## src/rtl/ccx_pkg.sv

```systemverilog
package ccx_pkg;
    localparam int SEL_W       = 2;
    localparam int ADDR_W      = 7;
    localparam int DATA_W      = 16;
    localparam int NUM_CODECS  = 3;
    localparam int DIR_BIT     = 2;
    localparam int BUSY_BIT    = 8;
    localparam int ADDR_LSB    = 9;
    localparam int DATA_LSB    = 16;
    localparam int NRDY_LSB    = 10;
    localparam int TMO_BIT     = 15;
    localparam logic [DATA_W-1:0] TMO_FILL = '1;

    typedef struct packed {
        logic [SEL_W-1:0]  codec;
        logic              rd;
        logic [ADDR_W-1:0] addr;
        logic [DATA_W-1:0] data;
    } ccx_cmd_t;

    typedef struct packed {
        logic              done;
        logic [ADDR_W-1:0] addr;
        logic [DATA_W-1:0] data;
    } ccx_rsp_t;

    function automatic ccx_cmd_t unpack_cmd(input logic [31:0] w);
        ccx_cmd_t c;
        c.codec = w[SEL_W-1:0];
        c.rd    = w[DIR_BIT];
        c.addr  = w[ADDR_LSB +: ADDR_W];
        c.data  = w[DATA_LSB +: DATA_W];
        return c;
    endfunction

    function automatic logic launch_request(input logic [31:0] w);
        return w[BUSY_BIT] && (int'(w[SEL_W-1:0]) < NUM_CODECS);
    endfunction

    function automatic logic [31:0] pack_cmd(input ccx_cmd_t c, input logic busy);
        logic [31:0] w;
        w = '0;
        w[SEL_W-1:0]         = c.codec;
        w[DIR_BIT]           = c.rd;
        w[BUSY_BIT]          = busy;
        w[ADDR_LSB +: ADDR_W] = c.addr;
        w[DATA_LSB +: DATA_W] = c.data;
        return w;
    endfunction

    function automatic logic [31:0] pack_rsp(input ccx_rsp_t r);
        logic [31:0] w;
        w = '0;
        w[BUSY_BIT]           = r.done;
        w[ADDR_LSB +: ADDR_W] = r.addr;
        w[DATA_LSB +: DATA_W] = r.data;
        return w;
    endfunction
endpackage

```

## src/rtl/ccx_cmd_reg.sv

```systemverilog
module ccx_cmd_reg
    import ccx_pkg::*;
(
    input  logic        clk,
    input  logic        rst,
    input  logic        wr_en,
    input  logic [31:0] wr_word,
    input  logic        frame_start,
    output ccx_cmd_t    cmd,
    output logic        busy,
    output logic        launch,
    output logic        issue
);
    ccx_cmd_t cmd_q;
    logic     busy_q;

    assign launch = wr_en && !busy_q && launch_request(wr_word);
    assign issue  = busy_q && frame_start;

    always_ff @(posedge clk) begin
        if (rst) begin
            cmd_q  <= '0;
            busy_q <= 1'b0;
        end else if (launch) begin
            cmd_q  <= unpack_cmd(wr_word);
            busy_q <= 1'b1;
        end else if (issue) begin
            busy_q <= 1'b0;
        end
    end

    assign cmd  = cmd_q;
    assign busy = busy_q;
endmodule

```

## src/rtl/ccx_slot_drive.sv

```systemverilog
module ccx_slot_drive
    import ccx_pkg::*;
(
    input  logic              clk,
    input  logic              rst,
    input  logic              issue,
    input  ccx_cmd_t          cmd,
    output logic              tx_valid,
    output logic [SEL_W-1:0]  tx_codec,
    output logic              tx_read,
    output logic [ADDR_W-1:0] tx_addr,
    output logic [DATA_W-1:0] tx_data
);
    always_ff @(posedge clk) begin
        if (rst) begin
            tx_valid <= 1'b0;
            tx_codec <= '0;
            tx_read  <= 1'b0;
            tx_addr  <= '0;
            tx_data  <= '0;
        end else begin
            tx_valid <= issue;
            if (issue) begin
                tx_codec <= cmd.codec;
                tx_read  <= cmd.rd;
                tx_addr  <= cmd.addr;
                tx_data  <= cmd.rd ? '0 : cmd.data;
            end
        end
    end
endmodule

```

## src/rtl/ccx_reply_track.sv

```systemverilog
module ccx_reply_track
    import ccx_pkg::*;
#(
    parameter int TMO_W = 8
) (
    input  logic              clk,
    input  logic              rst,
    input  logic              launch,
    input  logic              issue,
    input  logic              req_rd,
    input  logic [SEL_W-1:0]  req_codec,
    input  logic [ADDR_W-1:0] req_addr,
    input  logic              frame_start,
    input  logic              rx_valid,
    input  logic [SEL_W-1:0]  rx_codec,
    input  logic [ADDR_W-1:0] rx_addr,
    input  logic [DATA_W-1:0] rx_data,
    input  logic [TMO_W-1:0]  tmo_frames,
    output ccx_rsp_t          rsp,
    output logic              timed_out
);
    localparam int CNT_W = TMO_W + 1;

    logic              pending_q;
    logic [SEL_W-1:0]  want_codec_q;
    logic [ADDR_W-1:0] want_addr_q;
    logic [CNT_W-1:0]  frames_q;
    logic [CNT_W-1:0]  limit_eff;
    logic              hit;
    logic              expire;
    ccx_rsp_t          rsp_q;
    logic              tmo_q;

    assign limit_eff = (tmo_frames == '0) ? CNT_W'(1) : {1'b0, tmo_frames};
    assign hit       = pending_q && rx_valid &&
                       (rx_codec == want_codec_q) && (rx_addr == want_addr_q);
    assign expire    = pending_q && !hit && frame_start &&
                       ((frames_q + CNT_W'(1)) >= limit_eff);

    always_ff @(posedge clk) begin
        if (rst) begin
            pending_q    <= 1'b0;
            want_codec_q <= '0;
            want_addr_q  <= '0;
            frames_q     <= '0;
            rsp_q        <= '0;
            tmo_q        <= 1'b0;
        end else if (launch) begin
            pending_q <= 1'b0;
            rsp_q     <= '0;
            tmo_q     <= 1'b0;
        end else if (issue) begin
            pending_q    <= req_rd;
            want_codec_q <= req_codec;
            want_addr_q  <= req_addr;
            frames_q     <= '0;
        end else if (hit) begin
            pending_q  <= 1'b0;
            rsp_q.done <= 1'b1;
            rsp_q.addr <= rx_addr;
            rsp_q.data <= rx_data;
        end else if (expire) begin
            pending_q  <= 1'b0;
            rsp_q.done <= 1'b1;
            rsp_q.addr <= want_addr_q;
            rsp_q.data <= TMO_FILL;
            tmo_q      <= 1'b1;
        end else if (pending_q && frame_start) begin
            frames_q <= frames_q + CNT_W'(1);
        end
    end

    assign rsp       = rsp_q;
    assign timed_out = tmo_q;
endmodule

```

## src/rtl/ccx_status.sv

```systemverilog
module ccx_status
    import ccx_pkg::*;
(
    input  logic                  clk,
    input  logic                  rst,
    input  logic [NUM_CODECS-1:0] codec_ready,
    output logic [NUM_CODECS-1:0] not_ready
);
    for (genvar i = 0; i < NUM_CODECS; i++) begin : g_nrdy
        always_ff @(posedge clk) begin
            if (rst) not_ready[i] <= 1'b0;
            else     not_ready[i] <= ~codec_ready[i];
        end
    end
endmodule

```

## src/rtl/codec_cmd_engine.sv

```systemverilog
module codec_cmd_engine
    import ccx_pkg::*;
#(
    parameter int TMO_W = 8
) (
    input  logic                  clk,
    input  logic                  rst,
    input  logic                  host_wr_en,
    input  logic [31:0]           host_wr_data,
    input  logic [TMO_W-1:0]      tmo_frames,
    output logic [31:0]           cmd_rd_data,
    output logic [31:0]           rsp_rd_data,
    output logic [15:0]           stat_word,
    input  logic                  frame_start,
    output logic                  tx_valid,
    output logic [SEL_W-1:0]      tx_codec,
    output logic                  tx_read,
    output logic [ADDR_W-1:0]     tx_addr,
    output logic [DATA_W-1:0]     tx_data,
    input  logic                  rx_valid,
    input  logic [SEL_W-1:0]      rx_codec,
    input  logic [ADDR_W-1:0]     rx_addr,
    input  logic [DATA_W-1:0]     rx_data,
    input  logic [NUM_CODECS-1:0] codec_ready
);
    ccx_cmd_t              cmd;
    logic                  busy;
    logic                  launch;
    logic                  issue;
    ccx_rsp_t              rsp;
    logic                  timed_out;
    logic [NUM_CODECS-1:0] not_ready;

    ccx_cmd_reg u_cmd (
        .clk(clk), .rst(rst), .wr_en(host_wr_en), .wr_word(host_wr_data),
        .frame_start(frame_start), .cmd(cmd), .busy(busy),
        .launch(launch), .issue(issue)
    );

    ccx_slot_drive u_slot (
        .clk(clk), .rst(rst), .issue(issue), .cmd(cmd),
        .tx_valid(tx_valid), .tx_codec(tx_codec), .tx_read(tx_read),
        .tx_addr(tx_addr), .tx_data(tx_data)
    );

    ccx_reply_track #(.TMO_W(TMO_W)) u_reply (
        .clk(clk), .rst(rst), .launch(launch), .issue(issue),
        .req_rd(cmd.rd), .req_codec(cmd.codec), .req_addr(cmd.addr),
        .frame_start(frame_start), .rx_valid(rx_valid), .rx_codec(rx_codec),
        .rx_addr(rx_addr), .rx_data(rx_data), .tmo_frames(tmo_frames),
        .rsp(rsp), .timed_out(timed_out)
    );

    ccx_status u_stat (
        .clk(clk), .rst(rst), .codec_ready(codec_ready), .not_ready(not_ready)
    );

    logic unused_data;
    assign unused_data = ^cmd.data;

    assign cmd_rd_data = pack_cmd(cmd, busy);
    assign rsp_rd_data = pack_rsp(rsp);

    always_comb begin
        stat_word = '0;
        stat_word[NRDY_LSB +: NUM_CODECS] = not_ready;
        stat_word[TMO_BIT] = timed_out;
    end
endmodule

```

## config.mk

```make
export PLATFORM = sky130hd
export DESIGN_NAME = codec_cmd_engine
export DESIGN_NICKNAME = d
export VERILOG_FILES = /design/src/rtl/ccx_pkg.sv /design/src/rtl/ccx_cmd_reg.sv /design/src/rtl/ccx_slot_drive.sv /design/src/rtl/ccx_reply_track.sv /design/src/rtl/ccx_status.sv /design/src/rtl/codec_cmd_engine.sv
export SDC_FILE = /design/constraint.sdc
export NUM_CORES = 1
export LEC_CHECK = 0
export BUFFER_PORTS_ARGS = -buffer_cell sky130_fd_sc_hd__buf_2
export CORE_ASPECT_RATIO = 0.8
export CORE_MARGIN = 1
export CORE_UTILIZATION = 40
export DETAILED_ROUTE_END_ITERATION = 6
export PLACE_DENSITY_LB_ADDON = 0.2
export SYNTH_ARGS = -nofsm -noshare
export SYNTH_HDL_FRONTEND = slang
export SYNTH_SLANG_ARGS = --single-unit
```

## constraint.sdc

```tcl
create_clock -name clk -period 3.95 [get_ports clk]
set_clock_uncertainty 0.15 [all_clocks]
set_input_delay 0 -clock clk [delete_from_list [all_inputs] [get_ports clk]]
set_output_delay 0 -clock clk [all_outputs]
set_load 0.02 [all_outputs]
```

Word-level counts from Yosys, hierarchy flattened
Cells that the tools add are included.
{"block": "classes", "bitwise_logic": 6, "reduce_logical": 23, "n_addsub": 1, "magnitude_cmp": 2, "eq_ne": 4, "mux": 13}
{"operator": "24-bit 2-to-1 mux", "n": 2}
{"operator": "9-bit 2-to-1 mux", "n": 4}
{"operator": "16-bit 2-to-1 mux", "n": 1}
{"operator": "1-bit logical AND", "n": 11}
{"operator": "9-bit by 1-bit adder with 9-bit output (second input constant)", "n": 1}
{"operator": "9-bit >= comparator", "n": 1}
{"operator": "8-bit logical NOT", "n": 1}
{"operator": "8-bit 2-to-1 mux", "n": 1}
{"operator": "7-bit equality test", "n": 1}
{"operator": "1-bit NOT", "n": 6}
{"operator": "2-bit nonzero test", "n": 3}
{"operator": "1-bit 2-to-1 mux", "n": 5}
{"operator": "2-bit != test (second input constant)", "n": 2}
{"operator": "2-bit AND reduction", "n": 2}
{"operator": "4-bit AND reduction", "n": 1}
{"operator": "3-bit AND reduction", "n": 1}
{"operator": "3-bit nonzero test", "n": 1}
{"operator": "2-bit equality test", "n": 1}
{"operator": "1-bit logical NOT", "n": 2}
{"operator": "2-bit < comparator (second input constant)", "n": 1}
{"operator": "2-bit OR reduction", "n": 1}
{"block": "word_totals", "ff_bits": 101, "out_inout_bits": 107, "elab_cells": 70, "inputBits": 73}

Depth between registers and ports, before layout
Gate-level depths: netlist of the first run.
{"block": "depth", "word_depth": 10, "depth_mapped": 13, "depth_no_buf": 11}

By module
Synthesis of the first run repeated with hierarchy kept, for this count alone.
{"block": "hier_totals", "hier_cells": 533, "hier_area_um2": 4948.5}
{"mod": "ccx_reply_track", "area_per_inst_um2": 2278.4, "seq_area_each_um2": 880.8, "instances": 1, "cells_each": 276}
{"mod": "ccx_cmd_reg", "area_per_inst_um2": 1252.5, "seq_area_each_um2": 540.5, "instances": 1, "cells_each": 118}
{"mod": "ccx_slot_drive", "area_per_inst_um2": 1139.8, "seq_area_each_um2": 540.5, "instances": 1, "cells_each": 105}
{"mod": "codec_cmd_engine", "area_per_inst_um2": 206.4, "seq_area_each_um2": 0.0, "instances": 1, "cells_each": 28}
{"mod": "ccx_status", "area_per_inst_um2": 71.3, "seq_area_each_um2": 60.1, "instances": 1, "cells_each": 6}

Worst setup path after synthesis of the first run
Ideal clock, no wire load.
{"block": "synth_path", "kind": "register to register", "start": "register u_reply.frames_q[2]", "end": "register u_reply.rsp_q (netlist bit u_reply.rsp[10])", "path_slack_ps": 1023, "setup_ps": 119, "required_ps": 3681, "path_buffers": 2, "synth_period_minus_slack_ps": 2927, "stages_incl_launch_ff": 13, "arrival_time_ps": 2658, "cell_sequence": "dfxtp_1 nand3_1 or2_2 xnor2_1 ha_1 o21a_1 o21ai_0 o21bai_2 a21oi_1 o31a_1 buf_6 buf_6 o221a_1"}
{"block": "synth_between", "elab_chain_cells": 5}
{"item": "from (decl)", "line": "ccx_reply_track.sv:27", "source": "logic [CNT_W-1:0] frames_q;"}
{"item": "from (signal assigned)", "line": "ccx_reply_track.sv:69", "source": "frames_q <= frames_q + CNT_W'(1);"}
{"item": "9-bit by 1-bit adder with 9-bit output", "line": "ccx_reply_track.sv:38", "source": "((frames_q + CNT_W'(1)) >= limit_eff);"}
{"item": "9-bit >= comparator", "line": "ccx_reply_track.sv:38"}
{"item": "1-bit logical AND", "line": "ccx_reply_track.sv:37", "source": "assign expire = pending_q && !hit && frame_start &&"}
{"item": "2-bit nonzero test (no line)"}
{"item": "2-bit AND reduction (no line)"}
{"item": "to (decl)", "line": "ccx_reply_track.sv:31", "source": "ccx_rsp_t rsp_q;"}
No other way between the ends.
A chain may end at the register's enable or synchronous reset.

Worst setup path after layout of the first run
{"block": "layout_path", "start": "register u_reply.frames_q[2]", "end": "register u_reply.rsp_q (netlist bit u_reply.rsp[7])"}
Same word-level chain as after synthesis.

==> metrics.md, run 1 <==
| Metric | Value |
|---|---|
| WP data required | approximately 4 ns |
| Ratio of cells with drive above 1 in the final layout | a little over a quarter |
| Num ports | between 150 and 200 |
| Met1 WL | between 5000 and 6000 um |
| Via Count | just under 4k |
| Worst Setup SP | u_reply.frames_q[2] |
| Metal2 WL | between 4000 and 5000 um |
| Site Rows | 33 |
| Critical-path cell list | nand3_1 > or2_2 > xnor2_1 > ha_1 > o21a_1 > o21ai_0 > o21bai_2 > a21oi_1 > o31a_1 > o221a_1 |
| Startpoint types | flop |
| Kind of critical path | reg -> reg |
| Reg2reg path depth | 10 |
| Bufs on Longest Clock Path | 2 |
| TritonCTS clock tree | built |
| Ys flop type | dfxtp_1 |
| Peak VDD IR | roughly 0.25 mV |
| Actual slew at the worst max-slew pin | between 1 and 1.5 ns |
| CP endpoint kind | flop |
| Antenna diodes | 0 |
| First-pass GRT wire length | ~18000 um |
| Slew HR | about a fifth |
| Async set-reset flop share out of synthesis | 0% |
| Number of synthesis warnings | 0 |
| Syn Inst Count | 480 |
| P&R area growth vs syn | 35.7% |
| Final setup violation count | 0 |
| Final wirelength | approximately 11000 um |
| CP Depth | 10 |
| Port buffer count | 149 |
| Mapped Area | roughly 4300 um2 |
| Routed len/inst | between 10 and 15 um |
| Post-layout min period | around 3.2 ns |
| Grt total ovfl | 0 |
| Setup slack after layout | 0.713 ns |
| Nets | roughly 750 |
| CTS Sinks | between 100 and 150 |
| Die Y-Extent | approximately 95 um |
| Setup Fix Bufs, Post-CTS | 0 |
| Root Buffer Master | clkbuf_16 |
| Post-synth top area share | 46.9% |
| Hpwl dp | around 7500 um |
| Initial DRT Pass Iterations | 4 |
| Crit-path max FO | 17 |
| Post-detailed-route count of antenna-violating nets | 0 |
| Post-route cell area | approximately 6000 um2 |
| Clk_lat worst skew | between 0.3 and 0.4 ns |
| Tot GR Track Use | roughly 20% |
| Final Hold Fails | 0 |
| Commonest non-fill, non-tap cell in the layout | buf_2 |
| Full die area | 11200 um2 |
| CP top delay family | compound AO/OA/AOI/OAI gates |
| Initial antenna violation count | 0 |
| Cell variety after synth | 47 |
| Die Wd | around 120 um |
| Hold Crit Start | rst |
| Fill cells | 934 |
| Synthesized flop and latch total | roughly 100 |
| Sequential area share after synthesis | 46.9% |
| Dpl ws | 0.742 ns |
| Achievable clock frequency | ~310 MHz |
| # Max-Cap Violations | 0 |
| Status | finished clean |
| Cts bufs inserted | 9 |
| Core box area | around 10000 um2 |
| DRC violations left | 0 |
| H-tree depth | 3 |
| Max Used Layer | met4 |
| PwrDens | approximately 360 nW/um2 |
| Synth Area per Inst | 8.98 um2 |
| Worst path arrival time | roughly 3.3 ns |
| Vias in the first global route | roughly 3.7k |
| Max incr delay on CP | ~0.45 ns |
| EDFF count, synth | 0 |
| RSZ-0062 raised after global routing | no |
| Initial Util | 41.6% |
| Routed wl met3 | between 800 and 900 um |
| RR Startpoint | u_reply.frames_q[2] |
| Setup tns final | 0 ns |
| 1st-iter DRT viols | 180 |
| Slew Viols, Final | 0 |
| Gpl congestion | 0.788 |
| Crit path buf inv count | 0 |
| Hold Path Depth | 3 |
| HP Class | in -> reg |
| Leak | 2.62 nW |
| Most frequent cells in the layout | 149 x buf_2, 101 x dfxtp_1, 96 x nand2_1 |
| Via density | ~4.9 |
| Final worst path period share | slightly above 80% |
| Cell taking the most area after synthesis | dfxtp_1 |
| Largest net degree at the start of global routing | a little over 60 |
| Synth top area cells | dfxtp_1 47%, nand2_1 8.4%, a21oi_1 6.4% |
| Clock-pin slew on the worst setup and hold paths | 0.07 ns |
| Slowest cell on the critical path | o31a_1 |
| Placed Area | 5020 um2 |
## area by class of cell
type | instances | area, um2 | share of cell area [%]
timing repair buffer | 207 | 1310 | 22.5
multi-input combinational | 337 | 2010 | 34.3
clock inverter | 6 | 55.1 | 0.942
clock buffer | 10 | 239 | 4.09
sequential | 101 | 2020 | 34.6
inverter | 9 | 33.8 | 0.578
tap | 140 | 175 | 3.00
## kinds of logic after synthesis
| group | share of synthesized area [%] |
|---|---|
| AND/OR/NAND/NOR | 17.7 |
| AO/OA/AOI/OAI | 20.6 |
| flip-flops | 46.9 |
| buffers and inverters | 8.77 |
| XOR/XNOR | 3.25 |
| adder cells (fa/ha/maj) | 2.61 |
| other | 0.0870 |
## cell usage after synthesis (4+ instances only)
cell      count
clkbuf_1     21
xnor2_1      13
inv_1         9
o221a_1      16
or3_1         5
a211o_1       7
nor3_1       10
nand2_1      96
nor2_1       23
a21oi_1      55
o21ai_1       6
a22o_1       16
dfxtp_1     101
buf_4        28
nand4_1       4
ha_1          9
nand3_1      11
a32o_1        7
## flip-flops by register name, indices dropped and copies added, names as in the netlist
register              flops
u_slot.tx_read            1
u_slot.tx_valid           1
u_reply.want_addr_q       7
u_cmd.cmd                26
u_cmd.busy                1
u_reply.rsp              24
u_reply.timed_out         1
u_slot.tx_data           16
u_reply.frames_q          9
u_reply.want_codec_q      2
u_stat.not_ready          3
u_reply.pending_q         1
u_slot.tx_codec           2
u_slot.tx_addr            7
## per-stage QoR
step | std cells | util [%] | hold slack (ns) | total power [mW]
global route | 810 | 56.4 | 0.0886 | 2.22
floorplan | 504 | - | -0.0833 | 1.19
finish | 810 | 56.4 | 0.0374 | 2.12
CTS | 810 | 56.4 | 0.0379 | 2.14
detailed placement | 741 | 48.4 | 0.00211 | 1.25
global placement | 741 | 48.4 | 0.00141 | 1.24
## where the power goes
| group | switching [mW] | leakage [nW] | internal (mW) |
|---|---|---|---|
| Clock | 0.404 | 0.142 | 0.455 |
| Combinational | 0.126 | 1.66 | 0.0902 |
| Sequential | 0.0121 | 0.817 | 1.03 |
## final timing paths
path | end | slack [ns]
worst min register to register | u_slot.tx_addr[0] | 0.30
worst min-delay path | u_reply.rsp[23] | 0.04
worst max-delay path | u_reply.rsp[7] | 0.71
worst max register to register | u_reply.rsp[7] | 0.71
## timing repair
action	CTS	global route
endpoints found under the hold margin	47	0
hold buffers	53	0
resized for setup	0	0
## layer usage
layer	track usage [%]	vias up
met4	7.91	0
met1	26.5	1798
met5	0	-
li1	-	2007
met2	32.0	152
met3	5.86	11
## worst min-delay path, cell delays in order
cell and delay [ns]:
buf_2 0.10, nor2_2 0.20, o21a_1 0.18
No activity file was read; power rests on OpenSTA's default activity.
==> run 2: changes to the inputs <==
==> constraint.sdc (replaced) <==
create_clock -name clk -period 3.1 [get_ports clk]
set_clock_uncertainty 0.15 [all_clocks]
set_input_delay 0 -clock clk [delete_from_list [all_inputs] [get_ports clk]]
set_output_delay 0 -clock clk [all_outputs]
set_load 0.02 [all_outputs]
==> run 2 against run 1 <==
Against the previous run:
- sequential share of layout area decreased by 1.2 points
- combinational power increased by 34%
- first-iteration DRC count increased by 7.8%
- largest cell class is now multi-input combinational cells
- highest routed layer unchanged
==> metrics.md, run 2 (same netlist as run 1, synthesis figures left out) <==
| Metric | Value |
|---|---|
| Final worst path period share | 94.4% |
| GR Layer Usage met1 | between 20% and 30% |
| Routed len/inst | 14.1 um |
| Combinational power share | between 10% and 20% |
| Tot GR Track Use | between 20% and 30% |
| Storage element area | between 2000 and 2500 um2 |
| CP top delay family | compound AO/OA/AOI/OAI gates |
| Num ports | 180 |
| Slew HR | a little under half |
| P&R area growth vs syn | 40.6% |
| Cts bufs inserted | 9 |
| TritonCTS clock tree | built |
| Gpl congestion | just over 0.8 |
| RR Startpoint | u_reply.frames_q[0] |
| Kind of critical path | reg -> reg |
| Nets | 765 |
| Core box area | roughly 10000 um2 |
| Slowest cell on the critical path | dfxtp_1 |
| Startpoint types | flop |
| Initial antenna violation count | 0 |
| Hpwl dp | approximately 7600 um |
| Sw Pwr | between 600 and 700 uW |
| Sequential power share | between 40% and 50% |
| Clk_lat worst skew | about 0.35 ns |
| Status | finished clean |
| 1st-iter DRT viols | roughly 190 |
| Final setup violation count | 0 |
| Gr busiest metal | met2 |
| Via density | 4.93 |
| Bufs on Longest Clock Path | 2 |
| Max reg flops | 26 |
| # Max-Cap Violations | 0 |
| Area of the multi-input gates | just over 2000 um2 |
| Antenna diodes | 0 |
| Die Y-Extent | between 90 and 100 um |
| Met2 Usage GRT | between 30% and 40% |
| Most frequent cells in the layout | 149 x buf_2, 101 x dfxtp_1, 96 x nand2_1 |
| First-pass GRT wire length | roughly 19000 um |
| Grt met3 use | under 10% |
| Final wirelength | ~12000 um |
| Pint | between 2 and 2.5 mW |
| Ratio of cells with drive above 1 in the final layout | between 20 and 30% |
| Crit path buf inv count | 0 |
| Root Buffer Master | clkbuf_16 |
| Post-layout min period | 2.93 ns |
| Largest net degree at the start of global routing | between 40 and 50 |
| Fill cells | 939 |
| Critical-path cell list | ha_2 > nand3_4 > xnor2_1 > ha_1 > a211oi_2 > o211ai_1 > o21bai_2 > a21oi_1 > o31a_4 > o221a_1 |
| HP Class | in -> reg |
| Peak VDD IR | about 0.29 mV |
| Site Rows | 33 |
| Vias in the first global route | roughly 3.8k |
| Clk pwr share | between 40% and 50% |
| Worst path arrival time | approximately 3.0 ns |
| Final Hold Fails | 0 |
| Achievable clock frequency | 342 MHz |
| Initial Util | roughly two fifths |
| Initial DRT Pass Iterations | 6 |
| Tot Pwr | 2.78 mW |
| Net Sw Frac | between 20% and 30% |
| Post-detailed-route count of antenna-violating nets | 0 |
| CP endpoint kind | flop |
| PwrDens | 458 nW/um2 |
| Port buffer count | about 150 |
| Worst Setup SP | u_reply.frames_q[0] |
| WP data required | 3.17 ns |
| Clock-pin slew on the worst setup and hold paths | 0.07 ns |
| H-tree depth | 3 |
| Die Wd | 118 um |
| Slew Viols, Final | 0 |
| Commonest non-fill, non-tap cell in the layout | buf_2 |
| DRC violations left | 0 |
| Leak | 2.76 nW |
| Via Count | 4084 |
| Grt total ovfl | 0 |
| Hold Crit Start | host_wr_data[8] |
| Full die area | between 10000 and 15000 um2 |
| Actual slew at the worst max-slew pin | around 0.78 ns |
| Setup tns final | 0 ns |
| Max incr delay on CP | 0.40 ns |
| Crit-path max FO | 17 |
| CTS Sinks | 101 |
## run 2: area by class of cell
class | count | area share, %
clock buffers | 10 | 3.78
well taps | 140 | 2.89
inverters | 9 | 0.558
multi-input cells | 337 | 33.5
flip-flops and latches | 101 | 33.4
clock inverters | 6 | 1.34
repair buffers | 225 | 24.5
## run 2: path summary, 6_finish.rpt
path | end | slack (ns) | cells past startpoint
hold reg to reg | u_slot.tx_addr[0] | 0.30 | 2
setup reg to reg | u_reply.rsp[10] | 0.17 | 10
hold / removal | u_reply.timed_out | 0.04 | 4
setup / recovery | u_reply.rsp[10] | 0.17 | 10
## run 2: per-stage QoR
step,setup slack (ns),utilization [%],hold slack (ns),cell area (um2),cells
2_1_floorplan,0.173,-,-0.0833,4400,504
3_3_place_gp,0.142,48.8,0.00151,5060,746
3_5_place_dp,-0.0803,48.8,0.00275,5060,746
4_1_cts,0.0638,57.8,0.0606,5990,824
5_1_grt,-0.00232,58.4,0.0864,6060,828
6_report,0.174,58.4,0.0415,6060,828
## run 2: timing repair
item / in CTS / in global routing
cloned: 0 / 0
pin swaps: 0 / 1
hold buffers: 62 / 0
buffers inserted: 0 / 4
endpoints found under the setup margin: 18 / 24
resized for setup: 2 / 6
hold endpoints to repair: 48 / 0
## run 2: power groups by stage
stage / Clock (mW) / Combinational [mW] / Sequential [mW]
after floorplan: 0 / 0.139 / 1.38
after global placement: 0 / 0.222 / 1.36
after detailed placement: 0 / 0.226 / 1.36
after CTS: 1.19 / 0.283 / 1.33
after global routing: 1.24 / 0.314 / 1.34
final: 1.15 / 0.289 / 1.33
## run 2: worst min-delay path, delay by kind of cell
kind                   cells  cell delay (ns)
buffers and inverters      1             0.10
AO/OA/AOI/OAI              1             0.10
AND/OR/NAND/NOR            2             0.30
## run 2: layer usage
metal | wire, um | share of wire [%]
met3 | 778 | 6.6
met4 | 246 | 2.1
met1 | 5420 | 46
met2 | 5270 | 45
met5 | 0 | 0
